<file path="config.mk">
export PLATFORM = sky130hd
export DESIGN_NAME = sysrst_seq
export DESIGN_NICKNAME = d
export VERILOG_FILES = /design/src/rtl/srg_pkg.sv /design/src/rtl/srg_req_filter.sv /design/src/rtl/srg_seq.sv /design/src/rtl/srg_out_bank.sv /design/src/rtl/sysrst_seq.sv
export SDC_FILE = /design/constraint.sdc
export NUM_CORES = 1
export LEC_CHECK = 0
export BUFFER_PORTS_ARGS = -buffer_cell sky130_fd_sc_hd__buf_4
export CAP_MARGIN = 20
export CORE_ASPECT_RATIO = 0.7
export CORE_MARGIN = 10
export CORE_UTILIZATION = 50
export CTS_CLUSTER_DIAMETER = 80
export DETAILED_ROUTE_END_ITERATION = 10
export PLACE_DENSITY = 0.68
export SLEW_MARGIN = 20
export SYNTH_ARGS = -nofsm -noshare
export SYNTH_HDL_FRONTEND = slang
export SYNTH_SLANG_ARGS = --single-unit
export TNS_END_PERCENT = 5
</file>
<file path="constraint.sdc">
create_clock -name clk -period 2.2 [get_ports clk]
set_input_delay 0.11 -clock clk [delete_from_list [all_inputs] [get_ports clk]]
set_output_delay 0.11 -clock clk [all_outputs]
set_load 0.03 [all_outputs]
</file>
<file path="src/rtl/srg_pkg.sv">
package srg_pkg;

  typedef enum logic [2:0] {
    ST_POR        = 3'd0,
    ST_HOLD       = 3'd1,
    ST_REL_BUS    = 3'd2,
    ST_REL_PERIPH = 3'd3,
    ST_RUN        = 3'd4
  } seq_state_t;

  // bits needed for a counter that reaches n-1
  function automatic int unsigned cnt_bits(int unsigned n);
    return (n < 2) ? 1 : $clog2(n);
  endfunction

  function automatic int unsigned max_u(int unsigned a, int unsigned b);
    return (a > b) ? a : b;
  endfunction

  // release decode per output class
  function automatic logic bus_free(seq_state_t s);
    return (s == ST_REL_BUS) || (s == ST_REL_PERIPH) || (s == ST_RUN);
  endfunction

  function automatic logic periph_free(seq_state_t s);
    return (s == ST_REL_PERIPH) || (s == ST_RUN);
  endfunction

  function automatic logic cpu_free(seq_state_t s);
    return (s == ST_RUN);
  endfunction

endpackage

</file>
<file path="src/rtl/srg_req_filter.sv">
module srg_req_filter #(
  parameter bit          ACTIVE_HIGH = 1'b1,
  parameter int unsigned WIDTH       = 4
) (
  input  logic clk,
  input  logic raw,
  output logic req
);
  localparam int unsigned CW = srg_pkg::cnt_bits(WIDTH);
  localparam logic [CW-1:0] LAST = CW'(WIDTH - 1);

  logic [1:0]    sync = 2'b00;
  logic [CW-1:0] act_cnt = '0;
  logic [CW-1:0] idle_cnt = '0;
  logic          held = 1'b0;
  logic          lvl;
  logic          hit_on;
  logic          hit_off;

  // normalise to active-high before the synchronizer
  always_ff @(posedge clk) begin
    sync <= {sync[0], (raw == ACTIVE_HIGH)};
  end

  assign lvl     = sync[1];
  assign hit_on  = lvl && (act_cnt == LAST);
  assign hit_off = !lvl && (idle_cnt == LAST);

  always_ff @(posedge clk) begin
    act_cnt  <= lvl ? ((act_cnt == LAST) ? LAST : act_cnt + 1'b1) : '0;
    idle_cnt <= lvl ? '0 : ((idle_cnt == LAST) ? LAST : idle_cnt + 1'b1);
    held     <= held ? !hit_off : hit_on;
  end

  assign req = held ? !hit_off : hit_on;

endmodule

</file>
<file path="src/rtl/srg_seq.sv">
module srg_seq
  import srg_pkg::*;
#(
  parameter int unsigned POR_CYCLES   = 16,
  parameter int unsigned STAGE_CYCLES = 16
) (
  input  logic       clk,
  input  logic       hold_req,
  output seq_state_t state_o,
  output seq_state_t next_o
);
  localparam int unsigned CW = cnt_bits(max_u(POR_CYCLES, STAGE_CYCLES));
  localparam logic [CW-1:0] POR_LAST   = CW'(POR_CYCLES - 1);
  localparam logic [CW-1:0] STAGE_LAST = CW'(STAGE_CYCLES - 1);

  seq_state_t    state = ST_POR;
  logic [CW-1:0] cnt = '0;
  seq_state_t    nxt;
  logic [CW-1:0] ncnt;

  always_comb begin
    nxt  = state;
    ncnt = '0;
    if (hold_req) begin
      nxt = ST_HOLD;
    end else begin
      case (state)
        ST_POR: begin
          if (cnt == POR_LAST) nxt = ST_REL_BUS;
          else ncnt = cnt + 1'b1;
        end
        ST_HOLD: nxt = ST_REL_BUS;
        ST_REL_BUS: begin
          if (cnt == STAGE_LAST) nxt = ST_REL_PERIPH;
          else ncnt = cnt + 1'b1;
        end
        ST_REL_PERIPH: begin
          if (cnt == STAGE_LAST) nxt = ST_RUN;
          else ncnt = cnt + 1'b1;
        end
        ST_RUN:  nxt = ST_RUN;
        default: nxt = ST_POR;
      endcase
    end
  end

  always_ff @(posedge clk) begin
    state <= nxt;
    cnt   <= ncnt;
  end

  assign state_o = state;
  assign next_o  = nxt;

endmodule

</file>
<file path="src/rtl/srg_out_bank.sv">
module srg_out_bank #(
  parameter int unsigned COPIES     = 1,
  parameter bit          ACTIVE_LOW = 1'b0
) (
  input  logic              clk,
  input  logic              release_i,
  output logic [COPIES-1:0] rst_o
);
  for (genvar i = 0; i < COPIES; i++) begin : g_copy
    logic q = ACTIVE_LOW ? 1'b0 : 1'b1;
    always_ff @(posedge clk) begin
      q <= ACTIVE_LOW ? release_i : !release_i;
    end
    assign rst_o[i] = q;
  end

endmodule

</file>
<file path="src/rtl/sysrst_seq.sv">
module sysrst_seq
  import srg_pkg::*;
#(
  parameter bit          EXT_ACTIVE_HIGH = 1'b0,
  parameter bit          AUX_ACTIVE_HIGH = 1'b1,
  parameter int unsigned EXT_WIDTH       = 5,
  parameter int unsigned AUX_WIDTH       = 3,
  parameter int unsigned BUS_COPIES      = 2,
  parameter int unsigned ICN_COPIES      = 3,
  parameter int unsigned PERIPH_COPIES   = 4,
  parameter int unsigned PERIPH_N_COPIES = 2,
  parameter int unsigned POR_CYCLES      = 16,
  parameter int unsigned STAGE_CYCLES    = 16
) (
  input  logic                       clk,
  input  logic                       ext_rst_req,
  input  logic                       aux_rst_req,
  input  logic                       dbg_rst_req,
  input  logic                       clk_locked,
  output logic                       cpu_rst,
  output logic [BUS_COPIES-1:0]      bus_rst,
  output logic [ICN_COPIES-1:0]      icn_rst_n,
  output logic [PERIPH_COPIES-1:0]   periph_rst,
  output logic [PERIPH_N_COPIES-1:0] periph_rst_n
);
  localparam int unsigned NSRC = 3;
  localparam bit          SRC_POL [NSRC] = '{EXT_ACTIVE_HIGH, AUX_ACTIVE_HIGH, 1'b1};
  localparam int unsigned SRC_WID [NSRC] = '{EXT_WIDTH, AUX_WIDTH, EXT_WIDTH};

  logic [NSRC-1:0] src_raw;
  logic [NSRC-1:0] src_req;
  logic [1:0]      lock_sync = 2'b11;
  logic            lock_lost;
  logic            hold_req;
  seq_state_t      seq_state;
  seq_state_t      seq_next;
  logic [0:0]      cpu_vec;

  assign src_raw = {dbg_rst_req, aux_rst_req, ext_rst_req};

  for (genvar s = 0; s < NSRC; s++) begin : g_src
    srg_req_filter #(
      .ACTIVE_HIGH (SRC_POL[s]),
      .WIDTH       (SRC_WID[s])
    ) u_filt (
      .clk (clk),
      .raw (src_raw[s]),
      .req (src_req[s])
    );
  end

  always_ff @(posedge clk) begin
    lock_sync <= {lock_sync[0], clk_locked};
  end

  assign lock_lost = !lock_sync[1];
  assign hold_req  = lock_lost || (|src_req);

  srg_seq #(
    .POR_CYCLES   (POR_CYCLES),
    .STAGE_CYCLES (STAGE_CYCLES)
  ) u_seq (
    .clk      (clk),
    .hold_req (hold_req),
    .state_o  (seq_state),
    .next_o   (seq_next)
  );

  srg_out_bank #(.COPIES(BUS_COPIES), .ACTIVE_LOW(1'b0)) u_bus (
    .clk (clk), .release_i (bus_free(seq_next)), .rst_o (bus_rst)
  );

  srg_out_bank #(.COPIES(ICN_COPIES), .ACTIVE_LOW(1'b1)) u_icn (
    .clk (clk), .release_i (bus_free(seq_next)), .rst_o (icn_rst_n)
  );

  srg_out_bank #(.COPIES(PERIPH_COPIES), .ACTIVE_LOW(1'b0)) u_per (
    .clk (clk), .release_i (periph_free(seq_next)), .rst_o (periph_rst)
  );

  srg_out_bank #(.COPIES(PERIPH_N_COPIES), .ACTIVE_LOW(1'b1)) u_pern (
    .clk (clk), .release_i (periph_free(seq_next)), .rst_o (periph_rst_n)
  );

  srg_out_bank #(.COPIES(1), .ACTIVE_LOW(1'b0)) u_cpu (
    .clk (clk), .release_i (cpu_free(seq_next)), .rst_o (cpu_vec)
  );

  assign cpu_rst = cpu_vec[0];

endmodule

</file>
==> results.py <==
metrics = {
    "grt": {
        "antenna_found_initial": 0,
        "grt_overflow": 0,
        "grt_pass1_wl_mm": 3.670,
        "grt_start_max_net_pins": 12,
        "first_global_vias": 931,
        "grtUsageTotal_pct": 8.136,
    },
    "critical_path": {
        "required_ns": 2.40,
        "rr_endpoint": "u_seq.cnt[2]",
        "reg2reg_from": "g_src[2].u_filt.act_cnt[0]",
        "path_class": "reg2reg",
        "end_kind": "flip-flop",
        "worstPathCellList": "inv_1, ha_1, a21o_1, a22o_1, or3_4, nor4_4",
        "max_stage_delay_ns": 0.42,
        "r2r_slack_ns": 0.38,
        "cpMaxStageDelayCell": "or3_4",
        "reg2reg_depth": 6,
        "worstPathArrival_ns": 2.02,
        "crit_fanout": 5,
        "startpoint_type": "flip-flop",
    },
    "hold_path": {
        "min_path_cells": 0,
        "holdCritStartpoint": "g_src[1].u_filt.sync[0]",
        "holdCritPathClass": "reg2reg",
        "worstHoldEndpoint": "g_src[1].u_filt.sync[1]",
    },
    "power": {
        "max-vdd-ir-drop_mv": 0.5049,
        "p_per_area_mw_per_mm2": 829.0,
        "p_leak_uw": 0.0007517,
        "fin_total_pwr_uw": 1387,
    },
    "yosys": {
        "synthArstFlopShare_pct": 0,
        "ys_ff_latch": 39,
        "synthMostInstantiatedCell": "dfxtp_1",
        "synth_cells": 145,
        "synth_ff_type": "dfxtp_1",
        "synth-edff-count": 0,
        "synth_top_area_cell": "dfxtp_1",
        "ys_seq_area_share_pct": 53.24,
        "synth_common_cells": "dfxtp_1, nand2_1, inv_1, buf_4, ha_1",
        "postSynthAreaPerCell_um2": 10.11,
        "synth.distinct_cells": 29,
        "synth_nets": 161,
        "netlist_area_mm2": 0.001466,
        "synth_area_leaders": "dfxtp_1, ha_1, buf_4",
        "yosys_warnings": 0,
        "synth_top_area_share_pct": 53.24,
    },
    "sta": {
        "tightest_slew_ns": 0.4052,
        "min_period_ns": 1.816,
        "hold_viol": 0,
        "skew_ns": 0.003839,
        "final.period_utilization_pct": 82.53,
        "setup_violations": 0,
        "fmax_ghz": 0.5508,
        "rsz0062_at_grt": "false",
        "tns_ns": 0,
        "final_max_slew_viol_count": 0,
        "hold_ws_ns": 0.3272,
        "slew_headroom_pct": 72.84,
    },
    "detailed_routing": {
        "drt_first_pass_iters": 4,
        "drc": 0,
        "vias": 949,
        "via_per_inst": 4.842,
        "ant_nets": 0,
        "wl_per_cell_um": 11.07,
        "drt_iter0_drc": 29,
        "drt-total-wl_mm": 2.169,
    },
    "job": {
        "maxCapViolCount": 0,
    },
    "clock_network": {
        "cts_num_sinks": 39,
        "cts_tree": "built",
        "numCtsBuffers": 5,
        "clockBufferDepth": 2,
        "clkSlewWorstSetupHoldPaths_ns": 0.07,
        "cts-root-buf": "clkbuf_8",
        "clkLatencyLatePin_ns": 0.29,
        "postCtsResizedCells": 0,
        "h-tree-depth": 2,
    },
    "placed_design": {
        "gp_congestion": 0.7019,
        "hpwl_mm": 1.654,
        "port_buffers": 16,
        "dp_cells": 185,
    },
    "cells_and_area": {
        "regArea_um2": 780.7,
        "fillerInstances": 266,
        "area_growth_pct": 14.08,
        "final_core_util_pct": 59.69,
        "drive_above_1_share_pct": 16.88,
        "diodes": 0,
        "multiInputGateArea_um2": 546.8,
        "instances_no_fill": 196,
        "final_nets": 176,
    },
    "run_status": {
        "status": "complete, no violations",
    },
    "die": {
        "die_y_um": 65.31,
        "std_cell_rows": 16,
        "fp.coreArea_mm2": 0.002803,
        "ioPinCount": 17,
        "die_width_um": 84.73,
        "dieArea_mm2": 0.005534,
        "start_util_pct": 52.32,
    },
}
-- cell usage in the layout (no fill, tap or decap) --
cell,instances
nor3_2,1
and2_1,1
and3_1,9
dfxtp_1,39
nor2_1,7
dlygate4sd3_1,4
mux2i_1,1
nor2b_1,3
and3b_1,1
a21o_1,1
ha_1,11
a21oi_1,2
inv_1,14
nand2_1,15
nor3b_1,1
o31ai_1,1
nand3_1,4
nor4_4,1
xnor2_1,2
nand2b_1,1
buf_4,16
xor2_1,1
nor3b_2,1
clkbuf_8,6
o21ai_0,4
a22o_1,1
a31oi_1,4
a211oi_1,1
clkinv_2,1
or3_4,1
nor3_1,5
-- stage by stage --
stage | instance area (um^2) | worst slack [ns]
3_5_place_dp | 1545 | 0.4067
6_report | 1673 | 0.3844
4_1_cts | 1673 | 0.3866
5_1_grt | 1673 | 0.2969
2_1_floorplan | 1466 | 0.4974
3_3_place_gp | 1545 | 0.4593
-- critical path: cells and delay by family (launching register included) --
kind            cells  cell delay, ns
compound gates      2            0.44
fa+ha+maj           1            0.22
buf+inv             1            0.06
flops               1            0.34
simple gates        2            0.67
-- cell type report --
| cell class | count | share of cell area (%) |
|---|---|---|
| flip-flops and latches | 39 | 46.67 |
| clock buffers | 6 | 4.936 |
| repair buffers | 20 | 9.574 |
| multi-input cells | 80 | 32.69 |
| inverters | 14 | 3.141 |
| clock inverters | 1 | 0.2992 |
| well taps | 36 | 2.693 |
-- worst max-delay path by stage --
stage / from / endpoint
2_1_floorplan: g_src[2].u_filt.act_cnt[0] / u_seq.cnt[2]
3_3_place_gp: g_src[2].u_filt.act_cnt[0] / u_seq.cnt[2]
3_5_place_dp: g_src[2].u_filt.act_cnt[0] / u_seq.cnt[2]
4_1_cts: g_src[2].u_filt.act_cnt[0] / u_seq.cnt[2]
5_1_grt: g_src[2].u_filt.act_cnt[0] / u_seq.cnt[2]
6_report: g_src[2].u_filt.act_cnt[0] / u_seq.cnt[2]
-- routing by layer --
| metal | share of wire [%] | routed length [um] | vias to the layer above | global-route usage, % |
|---|---|---|---|---|
| met3 | 7.7 | 168 | 2 | 5.911 |
| met1 | 49 | 1059 | 428 | 8.369 |
| met5 | 0 | 0 | - | 0 |
| met2 | 43 | 924 | 20 | 12.59 |
| li1 | - | - | 499 | - |
| met4 | 0.83 | 18 | 0 | 3.279 |
-- power breakdown --
part	internal, uW	leakage (uW)	switching (uW)	total, uW
Sequential	765	0.000322	29.4	795
Clock	245	0.0000470	225	470
Combinational	59.3	0.000383	62.9	122
-- cell families (layout without fill, tap and decap cells) --
| logic type | Yosys count | in the layout | synth area share (%) |
|---|---|---|---|
| flops | 39 | 39 | 53.24 |
| buf+inv | 26 | 41 | 9.471 |
| xor+xnor | 3 | 3 | 1.792 |
| compound gates | 14 | 14 | 5.888 |
| mux | 1 | 1 | 0.6826 |
| simple gates | 51 | 51 | 19.54 |
| fa+ha+maj | 11 | 11 | 9.386 |
-- state kept, by name (all words and copies together) (netlist names), 2 cells and up --
signal                 cells
g_src.u_filt.sync          6
g_src.u_filt.idle_cnt      8
u_seq.state_o              3
u_seq.cnt                  4
g_src.u_filt.held          3
lock_sync                  2
g_src.u_filt.act_cnt       8
-- timing repair --
| action | CTS | global route |
|---|---|---|
| endpoints found under the hold margin | 4 | 0 |
| setup buffers | 0 | 0 |
| hold buffers | 4 | 0 |
Power figures use the tool's default switching activity.
